<file path="src/rtl/fp2lns_conv.sv">
module fp2lns_conv #(
  parameter int EW = 8,
  parameter int FW = 23,
  parameter int GW = 4
) (
  input  logic                 clk,
  input  logic                 rst_n,
  input  logic                 start,
  input  logic [EW+FW:0]       fp_in,
  output logic                 busy,
  output logic                 done,
  output logic [1:0]           lns_class,
  output logic                 lns_sign,
  output logic [EW-1:0]        lns_int,
  output logic [FW-1:0]        lns_frac
);
  localparam int TW = FW + GW;
  localparam int PW = TW + 2;
  localparam int CW = $clog2(FW + 1);
  localparam logic [EW-1:0] BIAS = {1'b0, {(EW-1){1'b1}}};
  localparam logic [PW-1:0] ONE  = PW'(1) << TW;
  localparam logic [1:0] C_ZERO = 2'b00, C_NORM = 2'b01, C_INF = 2'b10, C_NAN = 2'b11;

  function automatic logic [FW-1:0] log_term(input int i);
    logic [127:0] x;
    logic [FW-1:0] r;
    x = (128'd1 << 60) + (128'd1 << (60 - i));
    r = '0;
    for (int b = FW - 1; b >= 0; b--) begin
      x = (x * x) >> 60;
      if (x >= (128'd1 << 61)) begin
        r[b] = 1'b1;
        x = x >> 1;
      end
    end
    return r;
  endfunction

  logic [FW-1:0] ltab [0:FW];
  assign ltab[0] = '0;
  for (genvar g = 1; g <= FW; g++) begin : g_tab
    assign ltab[g] = log_term(g);
  end

  logic [EW-1:0] e_f;
  logic [FW-1:0] f_f;
  logic [1:0]    cls_in;
  assign e_f = fp_in[FW +: EW];
  assign f_f = fp_in[FW-1:0];
  assign cls_in = (e_f == '0)  ? C_ZERO :
                  (&e_f)       ? ((f_f == '0) ? C_INF : C_NAN) :
                                 C_NORM;

  logic [CW-1:0] idx;
  logic [PW-1:0] p, tgt, trial;
  logic [FW-1:0] acc;
  logic [1:0]    cls;
  logic          sgn;
  logic [EW-1:0] ival;

  assign trial = p + (p >> idx);

  always_ff @(posedge clk or negedge rst_n) begin
    if (!rst_n) begin
      busy <= 1'b0;
      done <= 1'b0;
      idx  <= '0;
      p    <= '0;
      tgt  <= '0;
      acc  <= '0;
      cls  <= C_ZERO;
      sgn  <= 1'b0;
      ival <= '0;
    end else begin
      done <= 1'b0;
      if (!busy && start) begin
        busy <= 1'b1;
        idx  <= CW'(1);
        p    <= ONE;
        tgt  <= {2'b01, f_f, {GW{1'b0}}};
        acc  <= '0;
        cls  <= cls_in;
        sgn  <= fp_in[EW+FW];
        ival <= e_f - BIAS;
      end else if (busy) begin
        if (trial <= tgt) begin
          p   <= trial;
          acc <= acc + ltab[idx];
        end
        if (idx == CW'(FW)) begin
          busy <= 1'b0;
          done <= 1'b1;
        end else begin
          idx <= idx + CW'(1);
        end
      end
    end
  end

  assign lns_class = cls;
  assign lns_sign  = sgn;
  assign lns_int   = (cls == C_NORM) ? ival : '0;
  assign lns_frac  = (cls == C_NORM) ? acc  : '0;

  a_r8_done_single: assert property (@(posedge clk) disable iff (!rst_n)
    done |=> !done);
  a_r8_done_ends_busy: assert property (@(posedge clk) disable iff (!rst_n)
    done |-> ($past(busy) && !busy));
  a_r8_start_accept: assert property (@(posedge clk) disable iff (!rst_n)
    (start && !busy) |=> busy);
  a_r9_no_early_end: assert property (@(posedge clk) disable iff (!rst_n)
    (busy && idx != CW'(FW)) |=> busy);
  a_r7_product_bounded: assert property (@(posedge clk) disable iff (!rst_n)
    busy |-> (p <= tgt));
  a_r7_sum_grows: assert property (@(posedge clk) disable iff (!rst_n)
    busy |=> (acc >= $past(acc)));
  a_r10_hold: assert property (@(posedge clk) disable iff (!rst_n)
    (!busy && !start) |=> ($stable(acc) && $stable(cls) && $stable(ival) && $stable(sgn)));
endmodule

</file>
<file path="config.mk">
export PLATFORM = sky130hd
export DESIGN_NAME = fp2lns_conv
export DESIGN_NICKNAME = d
export VERILOG_FILES = /design/src/rtl/fp2lns_conv.sv
export SDC_FILE = /design/constraint.sdc
export NUM_CORES = 1
export LEC_CHECK = 0
export ABC_AREA = 1
export BUFFER_PORTS_ARGS = -buffer_cell sky130_fd_sc_hd__buf_4
export CAP_MARGIN = 30
export CELL_PAD_IN_SITES_DETAIL_PLACEMENT = 2
export CELL_PAD_IN_SITES_GLOBAL_PLACEMENT = 2
export CORE_UTILIZATION = 34
export DETAILED_ROUTE_END_ITERATION = 10
export PLACE_DENSITY = 0.79
export SYNTH_ARGS = -nofsm -noshare
export SYNTH_HDL_FRONTEND = slang
export SYNTH_SLANG_ARGS = --single-unit
</file>
<file path="constraint.sdc">
create_clock -name clk -period 5.1 [get_ports clk]
set_input_delay 0.51 -clock clk [delete_from_list [all_inputs] [get_ports clk]]
set_output_delay 0.51 -clock clk [all_outputs]
set_load 0.05 [all_outputs]
</file>
Word level (Yosys, flattened, before mapping)

Memory sizes are Yosys's and may differ from the RTL's.
Index checks and enable logic that the tools add are counted.

Memories: 1
Word-level logic and storage cells: 52
Output and inout bits: 36
Bits in registers: 94
Memory bits (read-only): 736

Memories:

| memory          | words | width | read ports | clocked after Yosys merged registers in | wr ports | line | text |
|---|---|---|---|---|---|---|---|
| (no name shown) | 32    | 23    | 1          | 0                                       | 0        | 88   | `acc <= acc + ltab[idx];` |

Magnitude comparators: 2
Muxes and demuxes: 22
Eq/ne operators: 3
Bitwise gates (word level): 1
$add $sub $neg: 4
Shift operators: 1
Reductions and logical operators: 9

Operators with widths:

| kind                | number |
|---|---|
| $mux 23             | 6 |
| $mux 29             | 3 |
| $add 29x29->29      | 1 |
| $le 29x28->1        | 1 |
| $shr 29x5->29       | 1 |
| $add 23x23->23      | 1 |
| $logic_not 23->1    | 1 |
| $mux 5              | 3 |
| $logic_not 8->1     | 1 |
| $mux 8              | 1 |
| $reduce_and 8->1    | 1 |
| $sub 8x7->8 const B | 1 |
| $mux 1              | 7 |
| $ge 6x6->1 const B  | 1 |
| $not 5->6           | 1 |
| $add 5x1->5 const B | 1 |
| $eq 5x5->1 const B  | 1 |
| $mux 2              | 2 |
| $reduce_and 2->1    | 2 |
| $reduce_bool 2->1   | 2 |
| $eq 2x1->1 const B  | 1 |
| $ne 2x2->1 const B  | 1 |
| $logic_and 1x1->1   | 1 |
| $logic_not 1->1     | 1 |

Depth between registers and ports, before layout

Gate-level depths: netlist of the first run.

Depth in word-level cells: 8
Mapped depth: 39
Mapped depth without buffers: 37

Worst setup path after synthesis of the first run

OpenSTA, ideal clock, no wires.

Path kind: flip-flop to flip-flop
From: register idx[0]
To: register p[10]
Setup slack: 0.597 ns
Data arrival time: 4.385 ns
Library setup time: 0.118 ns
Cell stages (with the launch flop): 34
Path buffers: 4
Clock period less this slack: 4.503 ns
Cell sequence: dfrtp_1 -> buf_2 -> buf_1 -> buf_2 -> mux2i_1 -> o221ai_1 -> nand2_1 -> o211ai_1 -> ha_1 -> fa_1 -> nand3_1 -> nand2_1 -> nand3_1 -> nand3_2 -> nand3_1 -> nand3_1 -> xor2_1 -> ha_1 -> nand2_1 -> inv_1 -> nand3_1 -> nor3_1 -> nand2_1 -> nand2_1 -> nand2_1 -> nand2_1 -> nand2_1 -> nand2_1 -> nand2_1 -> nand2_4 -> inv_4 -> buf_6 -> nand2_1 -> nand2_1

Word-level cells in the longest chain between the ends: 5

RTL lines:

| what                                                          | line | text |
|---|---|---|
| start, declared                                               | 54   | `logic [CW-1:0] idx;` |
| start signal, assigned                                        | 94   | `idx <= idx + CW'(1);` |
| $shr 29x5->29 (*)                                             | 61   | `assign trial = p + (p >> idx);` |
| $add 29x29->29 (*)                                            | 61   |  |
| $le 29x28->1 or $mux 29 (tied branches)                       | 86   | `if (trial <= tgt) begin` |
| $reduce_bool 2->1 (no source line) or $mux 29 (tied branches) | n/a  |  |
| $reduce_and 2->1 (no source line) or $mux 29 (tied branches)  | n/a  |  |
| end signal, assigned                                          | 87   | `p <= trial;` |
| end, declared                                                 | 55   | `logic [PW-1:0] p, tgt, trial;` |

Mark *: on every way between the ends. The rest lies on a longest branch, timed or not. The select of a mux whose other input is x is not followed.
A chain may end at the register's enable or synchronous reset.

Worst setup path in the final report of the first run

From: register idx[0]
To: register p[1]

Same word-level chain as after synthesis.

==> results.md, run 1 <==
* Status: finished, violations left
* Failing checks: setup timing
* 1st-iter DRT viols at 767
* Maxcap violations at 0
* Xor/xnor share of the synthesized area at approximately 3.6%
* Final hold viol count at 0
* Yosys reg bits at 94
* R2R Path Start: idx[0]
* H-Tree Depth at 3
* Initial antenna violation count at 1
* Initial Utilization at between 30% and 40%
* Yosys top cell by area: dfrtp_1
* R2R setup slack at -0.36 ns
* Dpl cell area at 10700 sq um
* Row count at 60
* Largest family of logic cells by synthesized area: simple AND/OR/NAND/NOR gates
* R2r worst-path depth at 33
* Vias in the first global route at 11400
* Total global routing overflow at 0
* Pins over their slew limit at 0
* Clock period minus worst slack at between 5 and 6 ns
* Crit-path slowest cell: dfrtp_2
* Final HPWL DP at 32300 um
* Crit path launch type: register
* Max frequency at 0.183 GHz
* I/O Pins at 71
* Largest net degree at the start of global routing at 83
* First-pass GRT wire length at 63900 um
* Post-synthesis mux area share at 0.644%
* Non-Filler Instances at roughly 1900
* Iteration count of the initial detailed-routing pass at 6
* Fin area at between 10000 and 15000 sq um
* Hold_buf cts at 0
* Count leader, synth: nand2_1
* Crit share post-route at 107%
* Setup TNS at -15.13 ns
* Share of post-route cells with drive strength above 1 at between 20% and 30%
* CTS buffer count at 9
* Syn_nets at 1575
* Clock Latency Late Sink at 0.40 ns
* Num Clock Sinks at 94
* Ys Warns at 0
* Area grow syn2layout at 29.9%
* Post-route ant nets at 0
* Critical path capture point type: register
* Root Buffer: clkbuf_16
* Most used cell, CP: nand2_1
* Fin Clk Skew at 0.0338 ns
* Final nets at 1703
* Slowest Stage Delay on Critical Path at 0.51 ns
* Vias per cell at 6.01
* Post-synthesis adder-cell area fraction at 11.7%
* Post-synth EDFFs at 0
* Crit path max fanout at 18
* Seq/Total Area, Yosys at around a quarter
* Critical path class: register to register
* Worst Tran Pin Value at 0.940 ns
* Mapped Avg Cell Area at between 6 and 7 sq um
* DP Cell Count at 1880
* CTS tree: yes
* Async SR Flop Fraction at 100%
* Critical path arrival at 5.77 ns
* Detailed Route WL at 52700 um
* Synth Area in Simple Gates at between 30% and 40%
* Synth Area in Compound Gates at between 10% and 20%
* Clock Path Buffers at 2
* Final setup vio count at 52
* Hold Path Class: input port to asynchronous set/reset pin
* Rel. slew slack at about 37%
* Yosys cell types at 51
* Dominant synthesized flop cell: dfrtp_1
* Die footprint at 28100 sq um
* Die Y at between 150 and 200 um
* Placer Congestion at 0.927
* DRC viols at 0
* Wire per inst at 27.3 um
* Reg-to-Reg End: p[1]
* Via count at 11600
* Core ar. at about 27000 sq um
* Required @ worst endpoint at roughly 5.4 ns
* Most instantiated cells after synthesis: nand2_1, inv_1, nor2_1
* Port Buffers at 70
* Die Span X at approximately 170 um
* Syn Inst Count at approximately 1500
* Area contributors post-synth: dfrtp_1, nand2_1, ha_1, inv_1, o21ai_0
* Post-Synthesis Cell Area at 9330 sq um
* PnR worst setup slack at -0.362 ns
* Clk slew on worst S/H paths at 0.09 ns
* Global Route Usage Sum at just under 30%
* Yosys top cell area share at between 20% and 30%
==> layout make-up <==
class	instances	area (sq um)
repair buffers	170	1560
inverters	184	711
flip-flops and latches	94	2350
clock inverters	7	81.3
well taps	341	427
fillers	3201	14800
diodes	2	5.00
multi-input cells	1123	6760
clock buffers	9	225
==> through the flow <==
step	hold slack (ns)	setup slack (ns)	util, %
after global placement	0.444	-0.152	39.4
after global routing	0.277	-0.590	44.9
after detailed placement	0.453	-0.335	39.7
after CTS	0.242	0.000311	41.4
final	0.217	-0.362	45.0
after floorplan	0.214	0.597	-
==> placed cells by master, fill, tap and decap left out, types with 26 or more instances in the layout <==
cell type / count
nor2_1: 122
nand2_1: 388
dfrtp_1: 93
inv_1: 176
ha_1: 66
a21oi_1: 59
nand3_1: 97
nand4_1: 26
o21ai_0: 90
buf_4: 151
==> sequential cells by signal (all words and copies together), names as in the netlist <==
| name | flops |
|---|---|
| acc | 23 |
| busy | 1 |
| done | 1 |
| idx | 5 |
| ival | 8 |
| lns_class | 2 |
| lns_sign | 1 |
| p | 29 |
| tgt | 24 |
==> timing repair <==
item,CTS,global route
pin swaps,2,47
buffers inserted,3,21
cloned,1,7
gates resized for setup,36,165
endpoints found under the setup margin,52,52
==> metal layers <==
metal	vias up	GRT usage [%]	share of wire (%)
li1	5037	-	-
met1	5893	37.5	40
met2	498	50.6	49
met3	174	5.08	5.9
met4	2	9.69	5.2
met5	-	0	0.025
==> worst max-delay path: cells and delay by family (launching register included) <==
| kind | cells | cell delay [ns] |
|---|---|---|
| AND/OR/NAND/NOR | 18 | 1.92 |
| AO/OA/AOI/OAI | 6 | 1.26 |
| buffers and inverters | 6 | 0.81 |
| adder cells (fa/ha/maj) | 2 | 0.63 |
| flip-flops | 1 | 0.51 |
| XOR/XNOR | 1 | 0.24 |
==> logic make-up (layout without fill, tap and decap cells) <==
logic type / Yosys count / after routing
AND/OR/NAND/NOR: 714 / 714
AO/OA/AOI/OAI: 279 / 279
buffers and inverters: 237 / 370
flip-flops: 94 / 94
adder cells (fa/ha/maj): 86 / 86
XOR/XNOR: 38 / 38
multiplexers: 6 / 6
other: 0 / 2
==> how the worst max path moves through the flow <==
stage,startpoint,endpoint,slack (ns),cells past startpoint
finish,idx[0],p[1],-0.36,33
global route,idx[0],p[1],-0.59,35
CTS,idx[0],p[21],0.0003,33
detailed placement,idx[0],p[13],-0.33,32
global placement,idx[0],p[3],-0.15,32
floorplan,idx[0],p[10],0.60,33
Power of run 1 is left out: the tool's default activity adds up to more than one toggle a clock period on the data nets, which glitch-free logic cannot reach.
==> run 2, diff against run 1 <==
- MAX_ROUTING_LAYER: default -> met4
- clock period: 5.1 -> 5.3 ns (I/O delays scaled with it)
==> run 2 against run 1 <==
Against the previous run:
- the flow now finishes without violations
- hold slack improved by 0.014 ns
- utilization fell by 3.2 points
- register-to-register slack improved by 0.37 ns
- critical path type unchanged
- largest cell class unchanged
==> results.md, run 2 (synthesized netlist as in run 1, its figures left out) <==
* Pins over their slew limit at 0
* Critical path arrival at 5.60 ns
* CTS tree: yes
* Worst Tran Pin Value at 0.859 ns
* Rel. slew slack at 41.3%
* Total global routing overflow at 0
* Fin Clk Skew at between 0.015 and 0.02 ns
* 1st-iter DRT viols at 483
* R2R setup slack at 0.005 ns
* Final HPWL DP at 32300 um
* M3 GR Usage at 3.29%
* Routing usage on met1 at 37.7%
* Max reg flops at 29
* DP Cell Count at 1867
* I/O Pins at 71
* # fillers at 3276
* Clock Path Buffers at 2
* Non-Filler Instances at 1896
* DRC viols at 0
* Via count at 10500
* Hold Path Class: input port to asynchronous set/reset pin
* Reg-to-Reg End: p[15]
* Placer Congestion at ~0.93
* Detailed Route WL at 41100 um
* Maxcap violations at 0
* Largest net degree at the start of global routing at 57
* Final hold viol count at 0
* Die Y at 168 um
* Critical path depth at 29
* Post-route ant nets at 0
* Clock period minus worst slack at 5.30 ns
* Final nets at ~1700
* Min Hold Slack at 0.231 ns
* Critical path class: register to register
* Most used cell, CP: nand2_1
* Antenna fix cells at 0
* Core ar. at 27000 sq um
* Commonest non-fill, non-tap cell in the layout: nand2_1
* Status: finished clean
* Share of post-route cells with drive strength above 1 at 14.3%
* R2r worst-path depth at 29
* Final setup vio count at 0
* Vias per cell at ~5.5
* Crit path max fanout at 16
* Most frequent cells in the layout: nand2_1, inv_1, nor2_1
* Vias in the first global route at approximately 11000
* Clock Latency Late Sink at 0.37 ns
* CTS buffer count at 9
* Root Buffer: clkbuf_16
* First-pass GRT wire length at between 60000 and 70000 um
* GR Util met2 at 49.3%
* Initial Utilization at roughly 35%
* R2R Path Start: idx[1]
* Iteration count of the initial detailed-routing pass at 5
* WP buf/inv at 7
* Crit share post-route at 99.9%
* Slowest Stage Delay on Critical Path at 0.44 ns
* Area grow syn2layout at 20.5%
* Critical path capture point type: register
* Row count at 60
* Hold_buf cts at 0
* Required @ worst endpoint at ~5.6 ns
* Num Clock Sinks at 94
* Die footprint at ~28000 sq um
* Crit-path slowest cell: dfrtp_1
* Setup TNS at 0 ns
* Delay-heaviest family, CP: simple AND/OR/NAND/NOR gates
* H-Tree Depth at 3
* Crit path launch type: register
* Gr busiest metal: met2
* Biggest register: p
* Port Buffers at 70
* Biggest regs: p (29), tgt (24), acc (23)
* Initial antenna violation count at 0
* Global Route Usage Sum at ~30%
* Max frequency at 0.189 GHz
* Wire per inst at 21.7 um
* Die Span X at 168 um
* Clk slew on worst S/H paths at 0.09 ns
## run 2: how the worst max path moves through the flow
| stage | from | to | slack, ns |
|---|---|---|---|
| floorplan | idx[0] | p[10] | 0.80 |
| global placement | idx[0] | acc[19] | 0.0004 |
| detailed placement | idx[0] | p[2] | -0.15 |
| CTS | idx[1] | p[2] | 0.006 |
| global route | idx[1] | p[26] | -0.26 |
| finish | idx[1] | p[15] | 0.005 |
## run 2: per-stage QoR
| step | utilization (%) | cell area, sq um | setup slack [ns] |
|---|---|---|---|
| final | 41.7 | 11200 | 0.00459 |
| after global routing | 41.7 | 11200 | -0.258 |
| after CTS | 40.4 | 10900 | 0.00636 |
| after detailed placement | 39.2 | 10600 | -0.152 |
| after global placement | 38.9 | 10500 | 0.000411 |
| after floorplan | - | 9330 | 0.797 |
## run 2: per-layer routing
| layer | routed length (um) | vias up | part of all wire (%) |
|---|---|---|---|
| li1 | - | 4975 | - |
| met3 | 1440 | 58 | 3.5 |
| met1 | 18800 | 5262 | 46 |
| met4 | 1010 | 0 | 2.5 |
| met5 | 0 | - | 0 |
| met2 | 19800 | 224 | 48 |
## run 2: timing repair
item	4_1_cts	5_1_grt
pin swaps	0	19
gates resized for setup	13	63
buffers inserted	0	11
cloned	0	2
setup endpoints to repair	51	52
## run 2: cell type report
| type | instances | area [sq um] | area share, % |
|---|---|---|---|
| Clock buffer | 9 | 225 | 2.00 |
| Clock inverter | 7 | 71.3 | 0.634 |
| Inverter | 184 | 704 | 6.27 |
| Multi-Input combinational cell | 1123 | 6250 | 55.6 |
| Sequential cell | 94 | 2350 | 20.9 |
| Tap cell | 341 | 427 | 3.79 |
| Timing Repair Buffer | 138 | 1210 | 10.8 |
Power of run 2 is left out for the same reason.
==> run 3, diff against run 2 <==
- ABC_AREA: 1 -> default
- CORE_UTILIZATION: 34 -> 37
- PLACE_DENSITY: 0.79 -> 0.78
- SLEW_MARGIN: default -> 20
==> run 3 against run 2 <==
Against the previous run:
- synthesized cell count down 21%
- area after synthesis about the same
- the run now fails in clock tree synthesis
==> results.md, run 3 <==
* Final HPWL DP at 34400 um
* Post-synthesis mux area share at 9.57%
* Halt Stage: clock tree synthesis
* Port Buffers at 70
* Placer Congestion at 0.896
* Status: aborted with a tool error
* Hold_buf cts at 0
* Num Clock Sinks at 94
* Largest family of logic cells by synthesized area: compound AO/OA/AOI/OAI gates
* Post-cts resize count at about 170
* Ys Warns at 0
* Area contributors post-synth: dfrtp_1, ha_1, nand2_1, mux2i_1, o21ai_0
* Die Span X at 161 um
* Row count at 57
* Xor/xnor share of the synthesized area at slightly below 4%
* H-Tree Depth at 3
* Yosys top cell by area: dfrtp_1
* Die Y at 161 um
* I/O Pins at 71
* Yosys cell types at 74
* Post-synth EDFFs at 0
* Post-CTS setup buffers at just under 50
* Yosys top cell area share at 25.2%
* Post-Synthesis Cell Area at 9330 sq um
* Yosys reg bits at 94
* CTS buffer count at 9
* First error: [ERROR DPL-0033] detailed placement checks failed during check placement.
* Async SR Flop Fraction at 100%
* Mapped Avg Cell Area at 8.09 sq um
* Dominant synthesized flop cell: dfrtp_1
* Post-synthesis adder-cell area fraction at 11.7%
* Syn Inst Count at 1153
* Count leader, synth: nand2_1
* Worst slack, placed at -1.02 ns
* Initial Utilization at roughly two fifths
* Syn_nets at between 1000 and 1500
* Synth Area in Compound Gates at 23.2%
* Root Buffer: clkbuf_16
* Synth Area in Simple Gates at 21.5%
* DP Cell Count at about 1700
* Most instantiated cells after synthesis: nand2_1, dfrtp_1, o21ai_0
* Clock Path Buffers at 2
* Seq/Total Area, Yosys at 25.2%
[run 3: cell count changes after synthesis, moves of 15 or more]
cell      delta
a211oi_1    +18
a21o_1      +23
and2_1      +39
clkbuf_1    +17
inv_1      -131
mux2_2      +15
mux2i_1     +40
nand2_1    -252
nand3_1     -83
nor2_1      -62
nor2b_1     +23
o21ai_0     -37
[run 3: cell families after synthesis]
group / Yosys count
flops: 94
xor+xnor: 41
mux: 74
fa+ha+maj: 86
compound gates: 331
simple gates: 414
buf+inv: 113
[run 3: metrics by stage]
step           setup TNS (ns)  instance area [sq um]  util, %
2_1_floorplan           -3.48                   9390        -
3_3_place_gp           -24.99                  11700     47.7
3_5_place_dp           -46.51                  11700     47.7
==> run 4, diff against run 3 <==
- CELL_PAD_IN_SITES_DETAIL_PLACEMENT: 2 -> default
- CELL_PAD_IN_SITES_GLOBAL_PLACEMENT: 2 -> default
- CORE_UTILIZATION: 37 -> 30
- MAX_ROUTING_LAYER: met4 -> default
- PLACE_DENSITY: 0.78 -> default
- PLACE_DENSITY_LB_ADDON: default -> 0.15
==> run 4 against run 3 <==
Against the previous run:
- the flow now finishes, with violations (setup timing)
- synthesized cell count unchanged
- area after synthesis is the same
==> results.md, run 4 <==
* Gr busiest metal: met2
* Clock period minus worst slack at 5.81 ns
* Post-synth EDFFs at 0
* Crit path max fanout at 7
* Total global routing overflow at 0
* Die Span X at roughly 180 um
* Die footprint at 31800 sq um
* Critical path capture point type: register
* Clock Path Buffers at 2
* 1st-iter DRT viols at ~500
* Required @ worst endpoint at 5.52 ns
* Min Hold Slack at between 0.2 and 0.25 ns
* Hold Path Class: input port to asynchronous set/reset pin
* Final hold viol count at 0
* Most frequent cells in the layout: buf_4, nand2_1, dfrtp_1
* Crit-path slowest cell: dfrtp_2
* Delay-heaviest family, CP: compound AO/OA/AOI/OAI gates
* Clk slew on worst S/H paths at approximately 0.080 ns
* Rel. slew slack at 25.2%
* Count leader, synth: nand2_1
* Syn Inst Count at 1153
* Maxcap violations at 0
* WP buf/inv at 4
* Post-Synthesis Cell Area at slightly above 9000 sq um
* Seq/Total Area, Yosys at 25.2%
* I/O Pins at 71
* Pins over their slew limit at 0
* Biggest register: p
* Fin Clk Skew at between 0.01 and 0.015 ns
* Via count at about 9400
* Final Util at 41.3%
* Yosys reg bits at 94
* Antenna fix cells at 0
* RSZ-0062 raised after global routing: true
* Commonest non-fill, non-tap cell in the layout: buf_4
* GR Util met2 at about 32%
* Detailed Route WL at about 32000 um
* Row count at 64
* Max frequency at approximately 0.17 GHz
* Final HPWL DP at 23900 um
* PnR worst setup slack at -0.514 ns
* Placer Congestion at 0.887
* Vias per cell at 5.26
* Largest net degree at the start of global routing at 70
* Crit path launch type: register
* Area contributors post-synth: dfrtp_1, ha_1, nand2_1, mux2i_1, o21ai_0
* Initial Utilization at between 30% and 40%
* DRC viols at 0
* # fillers at 3149
* Slowest Stage Delay on Critical Path at 0.47 ns
* Critical path class: register to register
* Ys Warns at 0
* R2R setup slack at -0.51 ns
* Clock Latency Late Sink at between 0.3 and 0.4 ns
* CTS tree: yes
* Num Clock Sinks at 94
* Status: finished, violations left
* Max reg flops at 29
* Routing usage on met1 at 28.7%
* Yosys top cell by area: dfrtp_1
* R2r worst-path depth at 26
* Post-route ant nets at 0
* CTS buffer count at 9
* H-Tree Depth at 3
* Vias in the first global route at 8970
* Critical path arrival at 6.04 ns
* Final setup vio count at 52
* Iteration count of the initial detailed-routing pass at 5
* Core ar. at 30600 sq um
* Initial antenna violation count at 0
* Crit share post-route at 110%
* First-pass GRT wire length at between 50000 and 60000 um
* Hold_buf cts at 0
* Failing checks: setup timing
* Share of post-route cells with drive strength above 1 at between 30 and 40%
* Root Buffer: clkbuf_16
* Global Route Usage Sum at between 20% and 30%
* Mapped Avg Cell Area at just over 8 sq um
* Yosys top cell area share at 25.2%
* Syn_nets at 1274
* Die Y at 178 um
* Yosys cell types at 74
* Biggest regs: p (29), tgt (24), acc (23)
* Final nets at 1507
* Wire per inst at 17.7 um
* Async SR Flop Fraction at 100%
* Dominant synthesized flop cell: dfrtp_1
* Critical path depth at 26
* M3 GR Usage at under 10%
* Most instantiated cells after synthesis: nand2_1, dfrtp_1, o21ai_0
* Port Buffers at 70
* Worst Tran Pin Value at approximately 1.1 ns
* Area grow syn2layout at 35.6%
run 4: cell counts after synthesis:
Identical to the previous run, type by type.
run 4: metal layers:
metal  vias to the layer above  routed length (um)  part of all wire, %
met2                       194               14400                   46
li1                       4657                   -                    -
met4                         0                 433                  1.4
met1                      4522               15600                   49
met5                         -                   0                    0
met3                        24                1190                  3.8
run 4: final timing paths:
check                           startpoint        to
min in group clk                 fp_in[31]  lns_sign
worst max-delay path                idx[0]     p[17]
worst max register to register      idx[0]     p[17]
worst min register to register     tgt[27]   tgt[27]
max in group asynchronous            rst_n   tgt[23]
worst min-delay path                 rst_n      p[4]
run 4: final cells by class:
cell class / count / area [sq um] / share of cell area [%]
tap: 396 / 495 / 3.92
sequential: 94 / 2350 / 18.6
clock buffer: 10 / 239 / 1.89
inverter: 50 / 188 / 1.48
clock inverter: 6 / 45.0 / 0.356
multi-input combinational: 946 / 6950 / 54.9
timing repair buffer: 285 / 2380 / 18.8
run 4: stage by stage:
| stage | cell area, sq um | setup TNS (ns) | instances | setup slack (ns) |
|---|---|---|---|---|
| global placement | 11700 | -36.38 | 1750 | -1.06 |
| global route | 12600 | -36.94 | 1787 | -0.777 |
| floorplan | 9390 | -3.48 | 1153 | -0.223 |
| CTS | 12400 | -24.37 | 1782 | -0.502 |
| finish | 12600 | -23.03 | 1787 | -0.514 |
| detailed placement | 11700 | -38.51 | 1751 | -1.02 |
run 4: logic make-up after synthesis:
| group | share of synthesized area (%) |
|---|---|
| mux | 9.57 |
| flops | 25.2 |
| simple gates | 21.5 |
| buf+inv | 4.94 |
| xor+xnor | 3.85 |
| fa+ha+maj | 11.7 |
| compound gates | 23.2 |
run 4: what timing repair did:
item / in CTS / in global routing
endpoints found under the hold margin: 0 / 0
setup endpoints to repair: 52 / 52
cloned: 4 / 1
gates resized for setup: 48 / 64
pin swaps: 28 / 25
buffers inserted: 13 / 8
run 4: worst reg2reg max path, stage by stage, from the launching register on:
cell       delay, ns
dfrtp_2         0.47
buf_12          0.16
buf_6           0.12
mux2_4          0.30
o21ai_2         0.17
o21ai_1         0.10
o21ai_2         0.21
o22ai_2         0.14
ha_1            0.34
and3_4          0.15
a221o_1         0.34
or3_4           0.35
o221ai_4        0.22
a21o_1          0.19
a2111oi_2       0.07
a311o_1         0.35
ha_1            0.31
nand4_1         0.14
nor2_1          0.17
nand4_1         0.15
nor3_2          0.19
buf_4           0.14
a31o_4          0.16
o21ai_4         0.08
buf_6           0.18
o311ai_2        0.32
o31ai_2         0.14
Power of run 4 is left out for the same reason.
